==> src/rtl/dsw_rail_pkg.sv <==
package dsw_rail_pkg;

    typedef enum logic [1:0] {
        MODE_PLAIN  = 2'b00,
        MODE_EXT    = 2'b01,
        MODE_RSVD_A = 2'b10,
        MODE_RSVD_B = 2'b11
    } dsw_mode_e;

    typedef struct packed {
        logic sb_off;
        logic aon_off;
    } rail_cmd_t;

    localparam rail_cmd_t RAILS_ON = '{sb_off: 1'b0, aon_off: 1'b0};

    function automatic logic is_ext(input logic [1:0] m);
        return m == MODE_EXT;
    endfunction

    function automatic rail_cmd_t rail_decide(input logic asleep,
                                              input logic ext,
                                              input logic expired);
        rail_cmd_t c;
        c.sb_off  = asleep;
        c.aon_off = asleep && (!ext || expired);
        return c;
    endfunction

endpackage

==> src/rtl/dsw_sync.sv <==
module dsw_sync #(
    parameter int             W       = 1,
    parameter logic [W-1:0]   RST_VAL = '0
) (
    input  logic         clk,
    input  logic         rst,
    input  logic [W-1:0] d,
    output logic [W-1:0] q
);
    logic [W-1:0] meta;

    always_ff @(posedge clk) begin
        if (rst) begin
            meta <= RST_VAL;
            q    <= RST_VAL;
        end else begin
            meta <= d;
            q    <= meta;
        end
    end
endmodule

==> src/rtl/dsw_tick_gen.sv <==
module dsw_tick_gen #(
    parameter int DIV = 12_500_000
) (
    input  logic clk,
    input  logic rst,
    input  logic run,
    output logic tick
);
    localparam int CW = (DIV > 1) ? $clog2(DIV) : 1;
    localparam logic [CW-1:0] LAST = CW'(DIV - 1);

    logic [CW-1:0] pre;

    assign tick = run && (pre == LAST);

    always_ff @(posedge clk) begin
        if (rst || !run) begin
            pre <= '0;
        end else if (tick) begin
            pre <= '0;
        end else begin
            pre <= pre + 1'b1;
        end
    end
endmodule

==> src/rtl/dsw_entry_timer.sv <==
module dsw_entry_timer #(
    parameter int DLY_W = 8
) (
    input  logic             clk,
    input  logic             rst,
    input  logic             run,
    input  logic             tick,
    input  logic [DLY_W-1:0] limit,
    output logic             expired
);
    logic [DLY_W-1:0] cnt;

    assign expired = run && (cnt >= limit);

    always_ff @(posedge clk) begin
        if (rst || !run) begin
            cnt <= '0;
        end else if (tick && (cnt < limit)) begin
            cnt <= cnt + 1'b1;
        end
    end
endmodule

==> src/rtl/dsw_rail_ctrl.sv <==
module dsw_rail_ctrl
    import dsw_rail_pkg::*;
#(
    parameter int TICK_DIV = 12_500_000,
    parameter int DLY_W    = 8
) (
    input  logic             clk,
    input  logic             rst,
    input  logic             slp_sus_n,
    input  logic             sus_warn_n,
    input  logic [1:0]       mode,
    input  logic [DLY_W-1:0] dly_ticks,
    output logic             sus_ack_n,
    output logic             dsw_pwrok,
    output logic             rail_sb_en_n,
    output logic             rail_aon_en_n
);
    localparam int NSYNC = 2;

    logic [NSYNC-1:0] raw_in, syn_in;
    logic             asleep, warn_n_s, tick, expired;
    rail_cmd_t        cmd, cmd_q;

    assign raw_in = {sus_warn_n, slp_sus_n};

    dsw_sync #(.W(NSYNC), .RST_VAL({NSYNC{1'b1}})) u_sync (
        .clk (clk),
        .rst (rst),
        .d   (raw_in),
        .q   (syn_in)
    );

    assign asleep   = !syn_in[0];
    assign warn_n_s = syn_in[1];

    dsw_tick_gen #(.DIV(TICK_DIV)) u_tick (
        .clk  (clk),
        .rst  (rst),
        .run  (asleep),
        .tick (tick)
    );

    dsw_entry_timer #(.DLY_W(DLY_W)) u_timer (
        .clk     (clk),
        .rst     (rst),
        .run     (asleep),
        .tick    (tick),
        .limit   (dly_ticks),
        .expired (expired)
    );

    assign cmd = rail_decide(asleep, is_ext(mode), expired);

    always_ff @(posedge clk) begin
        if (rst) begin
            cmd_q     <= RAILS_ON;
            sus_ack_n <= 1'b1;
            dsw_pwrok <= 1'b0;
        end else begin
            cmd_q     <= cmd;
            sus_ack_n <= warn_n_s;
            dsw_pwrok <= 1'b1;
        end
    end

    assign rail_sb_en_n  = cmd_q.sb_off;
    assign rail_aon_en_n = cmd_q.aon_off;
endmodule

==> config.mk <==
export PLATFORM = sky130hd
export DESIGN_NAME = dsw_rail_ctrl
export DESIGN_NICKNAME = d
export VERILOG_FILES = /design/src/rtl/dsw_rail_pkg.sv /design/src/rtl/dsw_sync.sv /design/src/rtl/dsw_tick_gen.sv /design/src/rtl/dsw_entry_timer.sv /design/src/rtl/dsw_rail_ctrl.sv
export SDC_FILE = /design/constraint.sdc
export NUM_CORES = 1
export LEC_CHECK = 0
export BUFFER_PORTS_ARGS = -buffer_cell sky130_fd_sc_hd__buf_2
export CAP_MARGIN = 25
export CORE_ASPECT_RATIO = 1.75
export CORE_UTILIZATION = 40
export CTS_BUF_LIST = sky130_fd_sc_hd__clkbuf_8
export CTS_CLUSTER_DIAMETER = 200
export DETAILED_ROUTE_END_ITERATION = 8
export GPL_TIMING_DRIVEN = 0
export MAX_ROUTING_LAYER = met4
export PLACE_DENSITY = 0.64
export RECOVER_POWER = 25
export SLEW_MARGIN = 0
export SYNTH_ARGS = -nofsm -noshare
export SYNTH_HDL_FRONTEND = slang
export SYNTH_SLANG_ARGS = --single-unit
==> constraint.sdc <==
create_clock -name clk -period 2 [get_ports clk]
set_input_delay 0.1 -clock clk [delete_from_list [all_inputs] [get_ports clk]]
set_output_delay 0.1 -clock clk [all_outputs]
set_load 0.01 [all_outputs]
==> results of run 1 <==
[area by class of cell]
cell class | count | area [µm²] | area share
Clock inverter | 3 | 42.5 | 0.0185
Timing Repair Buffer | 19 | 104 | 0.0452
Inverter | 14 | 52.6 | 0.0229
Buffer | 5 | 27.5 | 0.0120
Tap cell | 51 | 63.8 | 0.0278
Clock buffer | 5 | 68.8 | 0.0300
Multi-Input combinational cell | 163 | 1130 | 0.494
Sequential cell | 40 | 803 | 0.350
[stage by stage]
step	TNS, ns	cell area (µm²)	cells	util
6_report	0	2300	300	0.512
5_1_grt	-0.219	2300	300	0.512
4_1_cts	-0.0803	2180	299	0.487
3_5_place_dp	0	2050	289	0.458
3_3_place_gp	0	2050	289	0.458
2_1_floorplan	0	1900	221	-
[critical path: stages (launching register included)]
cell	delay, ns
dfxtp_2	0.35
or4b_4	0.55
nor3_4	0.23
nand4_4	0.18
nor4_2	0.39
mux2i_1	0.22
[registers in the layout, summed over array words and instances (netlist names)]
register       count
u_sync.meta        2
u_timer.cnt        8
u_tick.pre        24
dsw_pwrok          1
rail_aon_en_n      1
rail_sb_en_n       1
u_sync.q           2
sus_ack_n          1
[power by group]
group          total [mW]  switching [mW]  internal [mW]
clock network       0.655           0.286          0.369
registers           0.806         0.00312          0.803
logic              0.0520          0.0253         0.0267
total                1.51           0.314           1.20
[layer usage]
layer | GRT usage | vias to the layer above
li1 | - | 810
met1 | 0.177 | 760
met2 | 0.323 | 18
met3 | 0.0341 | 10
met4 | 0.0791 | 0
met5 | - | -
[kinds of logic after synthesis]
logic type / count (synthesis) / share of synthesized area
xor gates and xnor gates: 22 / 0.101
DFF: 40 / 0.421
adders and majority gates: 10 / 0.0657
AOI/OAI and AO/OA: 7 / 0.0197
and+or+nand+nor: 115 / 0.311
buffers and inverters: 19 / 0.0394
muxes: 8 / 0.0421
[cell usage in the layout (no fill, tap or decap), types with 3 or more instances in the layout]
cell type / instances
dfxtp_1: 38
nor2_1: 29
nand2_1: 21
buf_2: 17
inv_1: 14
nand4_1: 13
xnor2_1: 12
xor2_1: 10
ha_1: 10
nand3_1: 8
mux2i_1: 8
or2_2: 6
nor4_2: 6
nor3_1: 6
or3_1: 6
clkbuf_8: 5
clkbuf_1: 3
and3_1: 3
and2_1: 3
a21oi_1: 3
[how the worst max path moves through the flow]
stage / depth (start not counted) / slack [ns] / end / from
floorplan: 5 / 0.21 / u_timer.cnt[3]$_SDFFE_PP0P_ / u_tick.pre[9]$_SDFF_PP0_
global placement: 5 / 0.01 / u_timer.cnt[4]$_SDFFE_PP0P_ / u_sync.q[0]$_SDFF_PP1_
detailed placement: 5 / 0.003 / u_timer.cnt[7]$_SDFFE_PP0P_ / u_sync.q[0]$_SDFF_PP1_
CTS: 5 / -0.02 / u_timer.cnt[0]$_SDFFE_PP0P_ / u_tick.pre[9]$_SDFF_PP0_
global route: 5 / -0.05 / u_timer.cnt[7]$_SDFFE_PP0P_ / u_tick.pre[9]$_SDFF_PP0_
finish: 5 / 0.01 / u_timer.cnt[7]$_SDFFE_PP0P_ / u_tick.pre[9]$_SDFF_PP0_
[repair_timing]
| item | 4_1_cts | 5_1_grt |
|---|---|---|
| setup endpoints to repair | 7 | 28 |
| pin swaps | 0 | 1 |
| hold endpoints to repair | 2 | 0 |
| buffers inserted | 0 | 0 |
| hold buffers | 2 | 0 |
| resized for setup | 0 | 20 |
| cloned | 0 | 1 |
==> results.sh, run 1 <==
export IMPL_outcome="complete, no violations"
export IMPL_h_tree_depth=2
export IMPL_grt_max_degree=14
export IMPL_timing_rr_start="u_tick.pre[9]$_SDFF_PP0_"
export IMPL_routed_wl_met2_mm=2.20
export IMPL_rows=32
export IMPL_setup_viol=0
export IMPL_dieArea_um2=5050
export IMPL_timing_hold_ws_ns=0.133
export IMPL_yosys_warnings=0
export IMPL_routedWlPerCell_um=12.9
export IMPL_r2r_worst_path_cells=5
export IMPL_ys_ff_latch=40
export IMPL_core_area_um2=4480
export IMPL_max_slew_margin_rel=0.377
export IMPL_dp_hpwl_mm=2.78
export IMPL_cts_inserted_buffers=5
export IMPL_grt_total_usage=0.180
export IMPL_path_class="reg2reg"
export IMPL_worstPathRequired_ns=2.23
export IMPL_ys_flop_type="dfxtp_1"
export IMPL_num_antenna_cells=0
export IMPL_postSynth_asyncResetShare=0
export IMPL_clock_root_buffer="clkbuf_8"
export IMPL_worstMarginPinSlew_ns=0.928
export IMPL_synth_cell_types=30
export IMPL_maxCapViolCount=0
export IMPL_drc=0
export IMPL_hold_path_depth=5
export IMPL_fillers=451
export IMPL_drt_iter0_markers=25
export IMPL_ant_nets=0
export IMPL_cts_tree="built"
export IMPL_gp_congestion=0.810
export IMPL_grt_pass1_vias=1560
export IMPL_grt_overflow=0
export IMPL_synth_cell_area_um2=1900
export IMPL_crit_path_start_kind="flip-flop"
export IMPL_clk_pin_slew_ns=0.08
export IMPL_drt_pass1_iter_count=4
export IMPL_drive_gt1_frac=0.209
export IMPL_skew_ns=0.00843
export IMPL_rsz0062_at_grt="yes"
export IMPL_routed_top_layer="met4"
export IMPL_crit_path_end_kind="flip-flop"
export IMPL_synth_area_leaders="dfxtp_1, ha_1, nor2_1, xnor2_1, xor2_1"
export IMPL_area_growth_pct=20.6
export IMPL_die_h_um=93.3
export IMPL_start_util=0.425
export IMPL_hold_path_class="in2reg"
export IMPL_syn_avg_cell_area_um2=8.62
export IMPL_power_mw=1.51
export IMPL_clock_sinks=40
export IMPL_synth_most_common_cell="dfxtp_1"
export IMPL_hold_start="mode[1]"
export IMPL_finalMaxSlewViolations=0
export IMPL_pre_cts_slack_ns=0.00255
export IMPL_cts_buffer_depth=2
export IMPL_crit_arrival_ns=2.21
export IMPL_power_density_nw_per_um2=659
export IMPL_cp_max_fo=5
export IMPL_r2r_slack_ns=0.01
export IMPL_setup_slack_ns=0.0142
export IMPL_yosysTopAreaCellShare=0.420
export IMPL_synthCells=221
export IMPL_ios=18
export IMPL_grt_pass1_wl_mm=6.54
export IMPL_postRouteWirelength_mm=3.87
export IMPL_wl_met1_mm=1.49
export IMPL_fin_crit_sh=0.993
export IMPL_yosysTopAreaCell="dfxtp_1"
export IMPL_fmax_ghz=0.504
export IMPL_reg2reg_to="u_timer.cnt[7]$_SDFFE_PP0P_"
export IMPL_synth_nets=245
export IMPL_final_net_count=272
export IMPL_vias=1598
export IMPL_wl_met3_um=84
export IMPL_synth_edff_count=0
export IMPL_hold_end="rail_aon_en_n$_SDFF_PP0_"
export IMPL_antenna_found_initial=0
export IMPL_hold_viol=0
export IMPL_p_leak_nw=0.779
export IMPL_min_period_ns=1.99
export IMPL_insertion_delay_ns=0.29
export IMPL_die_width_um=54.2
export IMPL_port_buffer_count=17
export IMPL_synthTopCellsByCount="dfxtp_1, nor2_1, nand2_1"
export IMPL_viasPerCell=5.33
export IMPL_ys_seq_area_frac=0.420
export IMPL_vdd_drop_max_uv=578
Power figures use the tool's default switching activity.
==> inputs of run 2 (changes only) <==
CTS_BUF_LIST = sky130_fd_sc_hd__clkbuf_16   (was sky130_fd_sc_hd__clkbuf_8)
RECOVER_POWER = unset   (was 25)
==> run 2 against run 1 <==
  * The run now ends with negative setup slack left
  * Critical path depth did not move
  * Register-to-register slack got worse by 0.07 ns
  * Clock power up 37%
  * Sequential power is essentially flat
==> results.sh, run 2 (synthesis results as in run 1) <==
export IMPL_regMostFlops="u_tick.pre"
export IMPL_grt_max_degree=14
export IMPL_maxCapViolCount=0
export IMPL_num_antenna_cells=0
export IMPL_gp_congestion=0.810
export IMPL_cp_num_buf_inv=0
export IMPL_cp_top_family="simple AND/OR/NAND/NOR gates"
export IMPL_die_width_um=54.2
export IMPL_cp_depth=5
export IMPL_largest_registers="u_tick.pre x24, u_timer.cnt x8"
export IMPL_antenna_found_initial=0
export IMPL_critPathLaunch="u_tick.pre[9]$_SDFF_PP0_"
export IMPL_dieArea_um2=5050
export IMPL_largest_register_ff_count=24
export IMPL_layout_commonest_cell="dfxtp_1"
export IMPL_port_buffer_count=17
export IMPL_dp_hpwl_mm=2.78
export IMPL_area_growth_pct=23.7
export IMPL_r2r_worst_path_cells=5
export IMPL_routedWlPerCell_um=13.1
export IMPL_start_util=0.425
export IMPL_pre_cts_slack_ns=0.00255
export IMPL_path_cells="or4b_4 > nor3_4 > nand4_4 > nor4_2 > mux2i_1"
export IMPL_drive_gt1_frac=0.213
export IMPL_rsz0062_at_grt="yes"
export IMPL_power_density_nw_per_um2=747
export IMPL_setup_slack_ns=-0.0590
export IMPL_grt_pass1_wl_mm=6.56
export IMPL_crit_path_end_kind="flip-flop"
export IMPL_ant_nets=0
export IMPL_drt_iter0_markers=30
export IMPL_endpoint="u_timer.cnt[6]$_SDFFE_PP0P_"
export IMPL_outcome="finished, violations left"
export IMPL_r2r_slack_ns=-0.06
export IMPL_hold_viol=0
export IMPL_p_leak_nw=0.807
export IMPL_violations="negative setup slack"
export IMPL_cpMaxStageDelayCell="or4b_4"
export IMPL_fmax_ghz=0.486
export IMPL_grt_pass1_vias=1564
export IMPL_grt_total_usage=0.181
export IMPL_vias=1604
export IMPL_worstMarginPinSlew_ns=0.943
export IMPL_min_period_ns=2.06
export IMPL_crit_path_start_kind="flip-flop"
export IMPL_h_tree_depth=2
export IMPL_max_slew_margin_rel=0.367
export IMPL_instances_no_fill=300
export IMPL_rows=32
export IMPL_fillers=444
export IMPL_post_cts_buffers=0
export IMPL_hold_path_class="in2reg"
export IMPL_fin_crit_sh=1.03
export IMPL_ios=18
export IMPL_final_cell_mix="dfxtp_1, nor2_1, nand2_1"
export IMPL_crit_path_max_incr_delay_ns=0.55
export IMPL_drc=0
export IMPL_cts_tree="built"
export IMPL_clock_sinks=40
export IMPL_crit_arrival_ns=2.25
export IMPL_postRouteWirelength_mm=3.93
export IMPL_place_inst=289
export IMPL_core_area_um2=4480
export IMPL_cts_buffer_depth=2
export IMPL_timing_rr_start="u_tick.pre[9]$_SDFF_PP0_"
export IMPL_viasPerCell=5.35
export IMPL_clock_root_buffer="clkbuf_16"
export IMPL_clk_pin_slew_ns=0.06
export IMPL_vdd_drop_max_uv=632
export IMPL_reg2reg_to="u_timer.cnt[6]$_SDFFE_PP0P_"
export IMPL_path_class="reg2reg"
export IMPL_drt_pass1_iter_count=4
export IMPL_cts_inserted_buffers=5
export IMPL_worstPathRequired_ns=2.19
export IMPL_skew_ns=0.00655
export IMPL_insertion_delay_ns=0.28
export IMPL_cp_max_fo=5
export IMPL_utilization=0.525
export IMPL_die_h_um=93.3
export IMPL_setup_viol=1
export IMPL_grt_overflow=0
export IMPL_finalMaxSlewViolations=0
export IMPL_final_net_count=272
-- run 2: metal layers --
| layer | routed length (µm) | vias to the layer above | GRT usage | share of wire |
|---|---|---|---|---|
| met1 | 1510 | 756 | 0.177 | 0.38 |
| met3 | 88 | 13 | 0.0341 | 0.022 |
| met2 | 2220 | 22 | 0.323 | 0.56 |
| met4 | 116 | 0 | 0.0833 | 0.030 |
| li1 | - | 813 | - | - |
| met5 | 0 | - | - | 0 |
-- run 2: worst min path at each step --
stage,from,to,slack [ns],cells past startpoint
floorplan,slp_sus_n,u_sync.meta[0]$_SDFF_PP1_,0.20,1
global placement,slp_sus_n,u_sync.meta[0]$_SDFF_PP1_,0.29,2
detailed placement,slp_sus_n,u_sync.meta[0]$_SDFF_PP1_,0.29,2
CTS,rst,rail_aon_en_n$_SDFF_PP0_,0.12,3
global route,rst,rail_aon_en_n$_SDFF_PP0_,0.13,3
finish,rst,rail_aon_en_n$_SDFF_PP0_,0.12,3
-- run 2: worst reg2reg max path, stage by stage, from the launching register on --
cell and delay (ns):
dfxtp_2 0.34, or4b_4 0.55, nor3_4 0.24, nand4_4 0.20, nor4_2 0.38, mux2i_1 0.27
-- run 2: per-stage QoR --
stage	setup TNS (ns)	total power [mW]	cell area (µm²)	hold slack (ns)
floorplan	0	0.851	1900	0.204
global placement	0	0.873	2050	0.286
detailed placement	0	0.874	2050	0.286
CTS	-0.0516	1.77	2240	0.117
global route	-0.256	1.81	2350	0.131
finish	-0.0590	1.76	2350	0.124
-- run 2: area by class of cell --
type	count	area, µm²	share of cell area
multi-input cells	163	1130	0.482
inverters	14	52.6	0.0223
clock buffers	5	125	0.0531
plain buffers	5	27.5	0.0117
well taps	51	63.8	0.0271
flip-flops and latches	40	803	0.341
repair buffers	19	105	0.0446
clock inverters	3	42.5	0.0181
-- run 2: timing repair --
action                     4_1_cts  5_1_grt
gates resized for setup          0       20
hold buffers                     2        0
setup endpoints to repair        7       28
gates cloned                     0        1
pin swaps                        0        1
hold endpoints to repair         2        0
-- run 2: power breakdown --
| part | total [mW] | switching [mW] | internal, mW |
|---|---|---|---|
| clock | 0.899 | 0.314 | 0.586 |
| sequential | 0.807 | 0.00323 | 0.804 |
| combinational | 0.0523 | 0.0253 | 0.0270 |
==> inputs of run 3 (changes only) <==
PLACE_DENSITY = 0.63   (was 0.64)
SYNTH_HIERARCHICAL = 1   (was unset)
==> run 3 against run 2 <==
  * The run still ends with negative setup slack left
  * Register-to-register slack worse by 0.09 ns
  * First-iteration DRC count up 37%
  * Critical path depth rose by 3
  * Largest cell class unchanged
==> results.sh, run 3 <==
export IMPL_antenna_found_initial=0
export IMPL_vdd_drop_max_uv=452
export IMPL_gp_congestion=0.752
export IMPL_insertion_delay_ns=0.28
export IMPL_maxCapViolCount=0
export IMPL_ant_nets=0
export IMPL_outcome="finished, violations left"
export IMPL_finalMaxSlewViolations=0
export IMPL_use_met3=0.0354
export IMPL_seq_area_um2=831
export IMPL_switching_share=0.190
export IMPL_multiInputGateArea_um2=1170
export IMPL_rsz0062_at_grt="yes"
export IMPL_layout_commonest_cell="dfxtp_1"
export IMPL_cts_buffer_depth=2
export IMPL_core_area_um2=4670
export IMPL_setup_viol=6
export IMPL_area_growth_pct=29.3
export IMPL_fin_crit_sh=1.07
export IMPL_drc=0
export IMPL_cpMaxStageDelayCell="or3_4"
export IMPL_p_leak_nw=0.897
export IMPL_ys_seq_area_frac=0.411
export IMPL_yosys_warnings=6
export IMPL_synth_nets=249
export IMPL_num_antenna_cells=0
export IMPL_max_slew_margin_rel=0.725
export IMPL_ys_ff_latch=40
export IMPL_grt_pass1_vias=1692
export IMPL_critPathMostFrequentCell="buf_4"
export IMPL_grt_util_met2=0.361
export IMPL_vias=1750
export IMPL_port_buffer_count=17
export IMPL_die_width_um=54.8
export IMPL_crit_arrival_ns=2.35
export IMPL_routedWlPerCell_um=13.5
export IMPL_synthCells=225
export IMPL_grt_total_usage=0.196
export IMPL_grt_max_degree=13
export IMPL_crit_path_start_kind="flip-flop"
export IMPL_fmax_ghz=0.465
export IMPL_drive_gt1_frac=0.327
export IMPL_violations="negative setup slack"
export IMPL_p_int_mw=1.41
export IMPL_setup_slack_ns=-0.149
export IMPL_synth_edff_count=0
export IMPL_min_period_ns=2.15
export IMPL_final_cell_mix="dfxtp_1, buf_2, nor2_1, nand2_1, a21oi_1"
export IMPL_seqPwrFrac=0.462
export IMPL_synth_cell_area_um2=1950
export IMPL_power_density_nw_per_um2=688
export IMPL_busiest_layer="met2"
export IMPL_synth_most_common_cell="dfxtp_1"
export IMPL_die_h_um=94.4
export IMPL_ios=18
export IMPL_placed_area_um2=2130
export IMPL_clk_pin_slew_ns=0.05
export IMPL_hold_viol=0
export IMPL_synth_cell_types=38
export IMPL_grt_pass1_wl_mm=7.15
export IMPL_path_class="reg2reg"
export IMPL_postSynth_asyncResetShare=0
export IMPL_pre_cts_slack_ns=-0.362
export IMPL_largest_register_ff_count=24
export IMPL_crit_path_max_incr_delay_ns=0.42
export IMPL_final_net_count=286
export IMPL_clockPowerShare=0.506
export IMPL_yosysTopAreaCell="dfxtp_1"
export IMPL_largest_registers="u_tick/pre x24, u_timer/cnt x8"
export IMPL_cts_inserted_buffers=5
export IMPL_regMostFlops="u_tick/pre"
export IMPL_ys_flop_type="dfxtp_1"
export IMPL_netSwitchingPower_mw=0.329
export IMPL_synth_area_leaders="dfxtp_1, ha_1, a21oi_1, nand2_1, o31ai_1"
export IMPL_grt_overflow=0
export IMPL_yosysTopAreaCellShare=0.411
export IMPL_start_util=0.418
export IMPL_clock_sinks=40
export IMPL_cts_tree="built"
export IMPL_skew_ns=0.00515
export IMPL_path_cells="nand2_4 > or3_4 > nor3_4 > buf_4 > o211ai_1 > buf_4 > or4_4 > a21oi_1"
export IMPL_fillers=454
export IMPL_postRouteWirelength_mm=4.27
export IMPL_hold_path_class="in2reg"
export IMPL_worstMarginPinSlew_ns=0.411
export IMPL_crit_path_end_kind="flip-flop"
export IMPL_rows=33
export IMPL_drt_iter0_markers=41
export IMPL_clock_root_buffer="clkbuf_16"
export IMPL_h_tree_depth=2
export IMPL_viasPerCell=5.56
export IMPL_p_comb_frac=0.032
export IMPL_design_area_um2=2520
export IMPL_synthTopCellsByCount="dfxtp_1, a21oi_1, nand2_1"
export IMPL_worstPathRequired_ns=2.20
export IMPL_cp_max_fo=5
export IMPL_dieArea_um2=5170
export IMPL_syn_avg_cell_area_um2=8.66
export IMPL_dp_hpwl_mm=3.00
export IMPL_drt_pass1_iter_count=4
export IMPL_use_met1=0.181
run 3: logic make-up (layout without fill, tap and decap cells):
kind of cell / after synthesis / count (layout) / share of synthesized area
buf+inv: 21 / 59 / 0.0449
xor+xnor: 11 / 11 / 0.0494
compound gates: 48 / 48 / 0.150
flops: 40 / 40 / 0.411
simple gates: 95 / 95 / 0.280
fa+ha+maj: 10 / 10 / 0.0642
run 3: critical path: cells and delay by family (launching register included):
kind,cells,cell delay (ns)
DFF,1,0.36
and+or+nand+nor,4,1.10
buffers and inverters,2,0.33
AOI/OAI and AO/OA,2,0.28
run 3: area by class of cell:
cell class,count,share of cell area
Clock inverter,3,0.0149
Tap cell,52,0.0258
Timing Repair Buffer,30,0.0759
Clock buffer,5,0.0496
Sequential cell,40,0.330
Buffer,5,0.0144
Inverter,16,0.0238
Multi-Input combinational cell,164,0.466
run 3: worst paths after layout:
check                            startpoint                     endpoint  slack, ns  cells past startpoint
setup / recovery  u_tick/pre[19]$_SDFF_PP0_  u_timer/cnt[3]$_SDFFE_PP0P_      -0.15                      8
hold / removal                          rst            dsw_pwrok$_DFF_P_       0.07                      2
setup reg to reg  u_tick/pre[19]$_SDFF_PP0_  u_timer/cnt[3]$_SDFFE_PP0P_      -0.15                      8
hold reg to reg   u_sync/meta[1]$_SDFF_PP1_       u_sync/q[1]$_SDFF_PP1_       0.41                      1
run 3: metal layers:
layer  vias to the layer above  wire [µm]
met4                         0         87
met3                         7        143
met2                        31       2450
met1                       823       1580
li1                        889          -
met5                         -          0
run 3: what timing repair did:
item,CTS,global route
hold endpoints to repair,2,0
pin swaps,17,8
buffers inserted,8,3
resized for setup,19,30
endpoints found under the setup margin,30,31
hold buffers,2,0
run 3: metrics by stage:
stage	utilization	setup TNS, ns	std cells	power (mW)	hold WS (ns)
2_1_floorplan	-	-0.0127	225	0.850	0.157
3_3_place_gp	0.456	-7.75	294	0.873	0.277
3_5_place_dp	0.456	-7.26	294	0.874	0.283
4_1_cts	0.520	-1.64	312	1.75	0.0725
5_1_grt	0.540	-1.35	315	1.81	0.0781
6_report	0.540	-0.693	315	1.73	0.0671
run 3: power groups by stage:
stage / clock network, mW / registers (mW) / logic (mW)
final: 0.877 / 0.801 / 0.0561
after CTS: 0.895 / 0.803 / 0.0556
after global placement: 0 / 0.824 / 0.0491
after floorplan: 0 / 0.825 / 0.0250
after global routing: 0.942 / 0.802 / 0.0651
after detailed placement: 0 / 0.824 / 0.0499
